==> config.mk <==
export PLATFORM = sky130hd
export DESIGN_NAME = oper_addr_gen
export DESIGN_NICKNAME = d
export VERILOG_FILES = /design/src/rtl/oag_pkg.sv /design/src/rtl/oag_mode_dec.sv /design/src/rtl/oag_index_form.sv /design/src/rtl/oag_base_sum.sv /design/src/rtl/oper_addr_gen.sv
export SDC_FILE = /design/constraint.sdc
export NUM_CORES = 1
export LEC_CHECK = 0
export BUFFER_PORTS_ARGS = -buffer_cell sky130_fd_sc_hd__buf_2
export CAP_MARGIN = 20
export CORE_MARGIN = 2
export CORE_UTILIZATION = 46
export DETAILED_ROUTE_END_ITERATION = 6
export PLACE_DENSITY = 0.84
export RECOVER_POWER = 25
export SLEW_MARGIN = 20
export SYNTH_ARGS = -nofsm -noshare
export SYNTH_HDL_FRONTEND = slang
export SYNTH_SLANG_ARGS = --single-unit
==> constraint.sdc <==
create_clock -name vclk -period 5.5
set_clock_uncertainty 0.1 [all_clocks]
set_input_delay 0.275 -clock vclk [all_inputs]
set_output_delay 0.275 -clock vclk [all_outputs]
set_load 0.01 [all_outputs]
==> src/rtl/oag_pkg.sv <==
package oag_pkg;

  typedef enum logic [1:0] {
    MD_REG = 2'b00,
    MD_IDX = 2'b01,
    MD_IND = 2'b10,
    MD_INC = 2'b11
  } mode_e;

  typedef enum logic [1:0] {
    BS_REG  = 2'd0,
    BS_PC   = 2'd1,
    BS_ZERO = 2'd2
  } base_e;

  typedef struct packed {
    logic  regdir;
    logic  cgen;
    logic  imm;
    logic  use_mem;
    logic  use_idx;
    base_e base;
  } dec_t;

endpackage

==> src/rtl/oag_mode_dec.sv <==
module oag_mode_dec
  import oag_pkg::*;
#(
  parameter int REG_W   = 4,
  parameter int PC_REG  = 0,
  parameter int ABS_REG = 2,
  parameter int CG2_REG = 3
) (
  input  logic             is_dst,
  input  logic [1:0]       mode_bits,
  input  logic [REG_W-1:0] reg_sel,
  output dec_t             dec
);

  localparam logic [REG_W-1:0] PC_ID  = PC_REG[REG_W-1:0];
  localparam logic [REG_W-1:0] ABS_ID = ABS_REG[REG_W-1:0];
  localparam logic [REG_W-1:0] CG2_ID = CG2_REG[REG_W-1:0];

  mode_e eff_mode;
  logic  sel_pc;
  logic  sel_abs;
  logic  sel_cg2;

  always_comb begin
    eff_mode = is_dst ? mode_e'({1'b0, mode_bits[0]}) : mode_e'(mode_bits);
    sel_pc   = (reg_sel == PC_ID);
    sel_abs  = (reg_sel == ABS_ID);
    sel_cg2  = (reg_sel == CG2_ID);
  end

  always_comb begin
    dec      = '0;
    dec.base = BS_REG;
    if (!is_dst && (sel_cg2 || (sel_abs && eff_mode[1]))) begin
      dec.cgen = 1'b1;
    end else begin
      unique case (eff_mode)
        MD_REG: dec.regdir = 1'b1;
        MD_IDX: begin
          dec.use_mem = 1'b1;
          dec.use_idx = 1'b1;
          if (sel_pc)       dec.base = BS_PC;
          else if (sel_abs) dec.base = BS_ZERO;
          else              dec.base = BS_REG;
        end
        MD_IND, MD_INC: begin
          dec.use_mem = 1'b1;
          dec.base    = sel_pc ? BS_PC : BS_REG;
          dec.imm     = sel_pc && (eff_mode == MD_INC);
        end
        default: dec = '0;
      endcase
    end
  end

endmodule

==> src/rtl/oag_index_form.sv <==
module oag_index_form #(
  parameter int ADDR_W = 20,
  parameter int WORD_W = 16
) (
  input  logic [WORD_W-1:0]        idx_word,
  input  logic [ADDR_W-WORD_W-1:0] idx_ext,
  input  logic                     ext_fmt,
  output logic [ADDR_W-1:0]        idx_full
);

  localparam int EXT_W = ADDR_W - WORD_W;

  logic [EXT_W-1:0] upper;

  always_comb begin
    upper    = ext_fmt ? idx_ext : {EXT_W{idx_word[WORD_W-1]}};
    idx_full = {upper, idx_word};
  end

endmodule

==> src/rtl/oag_base_sum.sv <==
module oag_base_sum #(
  parameter int ADDR_W = 20,
  parameter int WORD_W = 16
) (
  input  logic [ADDR_W-1:0] base,
  input  logic [ADDR_W-1:0] idx_full,
  input  logic              use_idx,
  input  logic              ext_fmt,
  output logic [ADDR_W-1:0] addr
);

  localparam int EXT_W = ADDR_W - WORD_W;

  logic [ADDR_W-1:0] raw_sum;
  logic              low_window;

  always_comb begin
    raw_sum    = base + (use_idx ? idx_full : '0);
    low_window = use_idx && !ext_fmt && (base[ADDR_W-1:WORD_W] == '0);
  end

  genvar b;
  generate
    for (b = 0; b < ADDR_W; b++) begin : g_bit
      if (b < WORD_W) begin : g_low
        assign addr[b] = raw_sum[b];
      end else begin : g_high
        assign addr[b] = raw_sum[b] & ~low_window;
      end
    end
  endgenerate

endmodule

==> src/rtl/oper_addr_gen.sv <==
module oper_addr_gen
  import oag_pkg::*;
#(
  parameter int ADDR_W = 20,
  parameter int WORD_W = 16,
  parameter int REG_N  = 16
) (
  input  logic                        is_dst,
  input  logic [1:0]                  mode_bits,
  input  logic [$clog2(REG_N)-1:0]    reg_sel,
  input  logic [ADDR_W-1:0]           reg_val,
  input  logic [ADDR_W-1:0]           pc_val,
  input  logic [WORD_W-1:0]           idx_word,
  input  logic [ADDR_W-WORD_W-1:0]    idx_ext,
  input  logic                        ext_fmt,
  output logic [ADDR_W-1:0]           eff_addr,
  output logic                        imm_op,
  output logic                        reg_direct,
  output logic                        const_gen
);

  localparam int REG_W = $clog2(REG_N);

  dec_t              dec;
  logic [ADDR_W-1:0] idx_full;
  logic [ADDR_W-1:0] base;
  logic [ADDR_W-1:0] sum_addr;

  oag_mode_dec #(.REG_W(REG_W)) u_dec (
    .is_dst   (is_dst),
    .mode_bits(mode_bits),
    .reg_sel  (reg_sel),
    .dec      (dec)
  );

  oag_index_form #(.ADDR_W(ADDR_W), .WORD_W(WORD_W)) u_idx (
    .idx_word(idx_word),
    .idx_ext (idx_ext),
    .ext_fmt (ext_fmt),
    .idx_full(idx_full)
  );

  always_comb begin
    unique case (dec.base)
      BS_PC:   base = pc_val;
      BS_ZERO: base = '0;
      default: base = reg_val;
    endcase
  end

  oag_base_sum #(.ADDR_W(ADDR_W), .WORD_W(WORD_W)) u_sum (
    .base    (base),
    .idx_full(idx_full),
    .use_idx (dec.use_idx),
    .ext_fmt (ext_fmt),
    .addr    (sum_addr)
  );

  always_comb begin
    eff_addr   = dec.use_mem ? sum_addr : '0;
    imm_op     = dec.imm;
    reg_direct = dec.regdir;
    const_gen  = dec.cgen;
  end

endmodule

Word level (Yosys, flattened, before mapping)
Cells that the tools add are included.
{"block": "word_totals", "word_cells": 42, "register_bits": 0}
{"block": "op_classes", "n_bitwise": 5, "n_addsub": 1, "mux": 16, "eq_ne": 7, "reduce_logical": 13}
{"op": "2-to-1 mux 20 bit", "n": 2}
{"op": "one-hot mux 20 bit (2 select lines)", "n": 1}
{"op": "adder 20 bit", "n": 1}
{"op": "equality test 4 x 2 -> 1 bit, second input constant", "n": 2}
{"op": "logical NOT 4 bit", "n": 2}
{"op": "2-to-1 mux 1 bit", "n": 7}
{"op": "equality test 2 bit, second input constant", "n": 3}
{"op": "2-to-1 mux 2 bit", "n": 3}
{"op": "logical AND 1 bit", "n": 5}
{"op": "2-to-1 mux 5 bit", "n": 1}
{"op": "AND 1 bit", "n": 4}
{"op": "equality test 2 x 1 -> 1 bit, second input constant", "n": 2}
{"op": "2-to-1 mux 4 bit", "n": 1}
{"op": "one-hot mux 2 bit (2 select lines)", "n": 1}
{"op": "OR reduction 3 bit", "n": 1}
{"op": "logical NOT 1 bit", "n": 2}
{"op": "logical NOT 2 bit", "n": 1}
{"op": "OR reduction 2 bit", "n": 1}
{"op": "logical OR 1 bit", "n": 1}
{"op": "inverter 1 bit", "n": 1}

Depth between registers and ports, before layout
{"block": "logic_depth", "depth_word": 12, "mapped_depth": 18, "depth_no_buf": 15}

By module
Synthesis repeated with hierarchy kept, for this count alone.
{"block": "hier_totals", "hier_cells": 289, "hier_area_um2": 1978.1}
{"mod": "oag_base_sum", "cells_per_inst": 166, "seq_area_each_um2": 0.0, "area_per_inst_um2": 1164.9, "n_inst": 1}
{"mod": "oper_addr_gen", "cells_per_inst": 90, "seq_area_each_um2": 0.0, "area_per_inst_um2": 531.8, "n_inst": 1}
{"mod": "oag_index_form", "cells_per_inst": 20, "seq_area_each_um2": 0.0, "area_per_inst_um2": 165.2, "n_inst": 1}
{"mod": "oag_mode_dec", "cells_per_inst": 13, "seq_area_each_um2": 0.0, "area_per_inst_um2": 116.4, "n_inst": 1}

Worst setup path after synthesis
Ideal clock, no wire load.
{"block": "synth_path", "path_kind": "input port to output port", "from": "input reg_sel[3]", "to": "output eff_addr[16]", "stages": 17, "required_time_ns": 5.125, "n_path_buf": 3, "arrival_ns": 4.338, "path_slack_ns": 0.787, "cell_sequence": "or3b_2 > nor3_4 > a21o_1 > buf_2 > nor2_1 > ha_1 > clkbuf_1 > clkbuf_1 > a22o_1 > ha_1 > fa_1 > a211oi_1 > o21a_1 > a211oi_1 > a21boi_0 > a21oi_1 > mux2_2"}
{"block": "synth_between", "elab_chain_cells": 12}
{"item": "from (decl)", "line": "oper_addr_gen.sv:10", "source": "input logic [$clog2(REG_N)-1:0] reg_sel,"}
{"item": "equality test 4 x 2 -> 1 bit", "line": "oag_mode_dec.sv:27", "source": "sel_abs = (reg_sel == ABS_ID);"}
{"item": "2-to-1 mux 2 bit / logical AND 1 bit (equally long branches)", "line": "oag_mode_dec.sv:43, oag_mode_dec.sv:34"}
{"item": "2-to-1 mux 2 bit / logical OR 1 bit (equally long branches)", "line": "oag_mode_dec.sv:42, oag_mode_dec.sv:34"}
{"item": "one-hot mux 2 bit (2 select lines) / logical AND 1 bit (equally long branches)", "line": "oag_mode_dec.sv:37, oag_mode_dec.sv:34"}
{"item": "2-to-1 mux 5 bit *", "line": "oag_mode_dec.sv:34", "source": "if (!is_dst && (sel_cg2 || (sel_abs && eff_mode[1]))) begin"}
{"item": "branches (longest 6 deep; another with adder 20 bit)"}
{"item": "2-to-1 mux 20 bit *", "line": "oper_addr_gen.sv:60", "source": "eff_addr = dec.use_mem ? sum_addr : '0;"}
{"item": "to (decl)", "line": "oper_addr_gen.sv:16", "source": "output logic [ADDR_W-1:0] eff_addr,"}
Every way passes the cells marked *.

Worst setup path in the final report
Ends and elaborated chain as after synthesis.

==> run summary <==
The run finished with clean final reports. The floorplan step set the die height to 60.8 um. The number of nets in the finished design came out at 400.

In this run the power density over the cells is between 100 and 150 mW/mm^2. The number of diodes is 0. sky130_fd_sc_hd__ha_1 takes more of the synthesized area than any other cell.

The worst voltage drop across the vdd grid is 58.8 uV. The total iterations of the first detailed-routing run came out at 4. For the worst setup path, the data required time is 5.12 ns. The number of hold violations in the final report is 0. The routability-driven placement congestion ratio is 0.909. By count the netlist is led by sky130_fd_sc_hd__nor2_1 (26), sky130_fd_sc_hd__a21oi_1 (21), sky130_fd_sc_hd__ha_1 (20), sky130_fd_sc_hd__a22o_1 (19). The distinct cell type count of the synthesized netlist came out at 41.

The layout filler cell count is 294. The via count of the first global-routing pass is 1719. The share of the synthesized area in the top cell type is 16.9%. The final standard cell count with taps included and fillers excluded came out at 353. The tightest min-delay check is of the primary input to output pin type. Detailed placement ended at an HPWL of 3.79 mm. Summed over all layers, the global routing overflow is 0. The starting density of the core is 48.5%. The number of DRC violations after detailed-routing iteration 0 came out at 29. The final cell utilization of the core is 65.2%. Along the worst path, the maximum fanout reaches 13. The initial antenna violation count came to 0. The critical path goes through buf_2 -> or3b_2 -> nor3_4 -> a21o_1 -> nor2_1 -> ha_1 -> nor2b_1 -> clkbuf_1 -> a22o_1 -> ha_1 -> fa_1 -> a211oi_1 -> o21a_1 -> a211oi_1 -> a21boi_0 -> a21oi_1 -> mux2_2 -> buf_2. The nature of the critical path startpoint is a primary input. The critical-path cell with the highest stage delay is sky130_fd_sc_hd__or3b_2. Clock buffers in the final layout number 0. The number of warning messages in the yosys log came out at 0. The share of the cycle needed by the critical path after routing is 91.6%. In this run the count of I/O pins placed on the die edge is 91. The total die area is 0.00369 sq mm. The final critical path time including I/O delays and setup came out at 5.04 ns. The number of remaining DRC errors is 0. The count of buffers from port buffering came out at 91. The detailed-route vias per instance is 5.47. In the post-synthesis netlist, the biggest area contributors are sky130_fd_sc_hd__ha_1 (17%), sky130_fd_sc_hd__a22o_1 (11%), sky130_fd_sc_hd__and2_1 (7.6%).

The count of vias placed by the detailed router is between 1.5k and 2k. Of the cells placed in the final design, the portion with a size suffix greater than 1 is 32.4%. The final setup TNS came out at 0 ns. The critical path's largest stage delay came out at between 0.5 and 0.6 ns.

The cell depth of the worst min-delay path came out at 3. STA puts the critical path data arrival time at approximately 4.7 ns. The number of nets with antenna violations after routing came out at 0. The pin count of the biggest net entering global routing is 17.

The worst slack on hold paths is ~0.72 ns. The number of flip-flops and latches came out at 0. Counting both buffers and inverters, the worst setup path holds a total of 3. The most common cell in the synthesized netlist is sky130_fd_sc_hd__nor2_1.

The sequential fraction of the synthesis area came out at 0%. The number of cell rows is 20. The overall track demand over capacity in global routing is 24.5%.

Registers take 0 sq um. In this design, the largest share of critical-path delay is due to compound AO/OA/AOI/OAI gates. The final max-slew violation count is 0.

The worst setup path is captured at an output pin. The quantity of hold-fixing buffers added after cts came out at 0. After detailed routing, the average wire length per cell comes to 12.6 um. The critical path is of the primary input to output pin type. The cell count after synthesis came out at 220. The total power is roughly 0.21 mW. The synthesized area per cell came out at ~6.7 sq um. The mapped netlist covers 0.00148 sq mm.

The number of cells after detailed placement is 353. At the pin with the least slew margin, the transition time is 0.864 ns. The core box area came out at approximately 0.0031 sq mm.

The area growth from synthesis to layout is 34.5%. Based on the critical path, the design can be clocked at up to approximately 200 MHz. The number of gates resized after CTS was 0. The analysis attributes to cell leakage a power of 1.00 nW. Setup repair after global routing left no endpoint under its margin.

The global-route wire length before repair came out at 7.13 mm. Once the clock tree was built, the setup fixing pass inserted 0 buffers. The setup-violating endpoint count in the final report is 0. The number of maximum-capacitance constraint violations is 0.

The worst-case headroom to the max-slew limit is 42.2%. The critical path depth came out at 18. Synthesis produced a netlist with a net count of 309.

The detailed-route wire length is 4.44 mm. The die extent in x came out at slightly above 60 um.
worst min-delay path, stage by stage:
cell                       delay, ns
sky130_fd_sc_hd__buf_2          0.10
sky130_fd_sc_hd__nor3_1         0.05
sky130_fd_sc_hd__clkbuf_1       0.12
layout by cell type (no fill, tap or decap), types with 3 or more instances in the layout:
cell | Yosys | final
sky130_fd_sc_hd__o21a_1 | 7 | 7
sky130_fd_sc_hd__a22o_1 | 19 | 19
sky130_fd_sc_hd__nand3_1 | 4 | 4
sky130_fd_sc_hd__o21ai_0 | 10 | 10
sky130_fd_sc_hd__nand4_1 | 3 | 3
sky130_fd_sc_hd__nor2_1 | 26 | 26
sky130_fd_sc_hd__nor3_1 | 5 | 5
sky130_fd_sc_hd__buf_4 | 1 | 4
sky130_fd_sc_hd__o211ai_1 | 3 | 3
sky130_fd_sc_hd__xnor2_1 | 9 | 9
sky130_fd_sc_hd__xor2_1 | 7 | 7
sky130_fd_sc_hd__a211oi_1 | 7 | 7
sky130_fd_sc_hd__clkbuf_1 | 5 | 3
sky130_fd_sc_hd__buf_2 | 1 | 89
sky130_fd_sc_hd__and2_1 | 18 | 17
sky130_fd_sc_hd__inv_1 | 6 | 6
sky130_fd_sc_hd__a21oi_1 | 21 | 21
sky130_fd_sc_hd__a21o_1 | 4 | 4
sky130_fd_sc_hd__ha_1 | 20 | 20
sky130_fd_sc_hd__nand2_1 | 18 | 18
per-stage QoR:
step / cell area (sq um) / setup WS (ns)
floorplan: 1480 / 0.787
CTS: 2000 / 0.538
finish: 1990 / 0.462
global route: 1990 / 0.133
global placement: 2000 / 0.731
detailed placement: 2000 / 0.573
kinds of logic (layout without fill, tap and decap cells):
kind of cell	count (synthesis)	count (layout)	share of synthesized area (%)
multiplexers	1	1	0.760
buffers and inverters	13	102	3.63
adder cells (fa/ha/maj)	21	21	18.2
AO/OA/AOI/OAI	80	80	37.2
XOR/XNOR	16	16	9.46
AND/OR/NAND/NOR	89	89	30.7
area by class of cell:
cell class / count / area [sq um] / area share (%)
multi-input cells: 207 / 1430 / 71.7
repair buffers: 96 / 487 / 24.4
well taps: 44 / 55.1 / 2.76
inverters: 6 / 22.5 / 1.13
where the power goes:
part           switching [mW]  leakage (nW)  internal (mW)
sequential                  0             0              0
combinational           0.110          1.00         0.0977
clock                       0             0              0
per-layer routing:
metal	up-vias	routed length (um)	global-route usage [%]
met5	-	0	0
met3	2	316	1.28
met4	0	19	1.55
met2	77	2120	47.0
li1	996	-	-
met1	856	1990	31.2
final timing paths:
kind	to	start
setup / recovery	eff_addr[16]	reg_sel[3]
hold / removal	reg_direct	mode_bits[0]
Note: power is estimated with default switching activity, not from simulation.
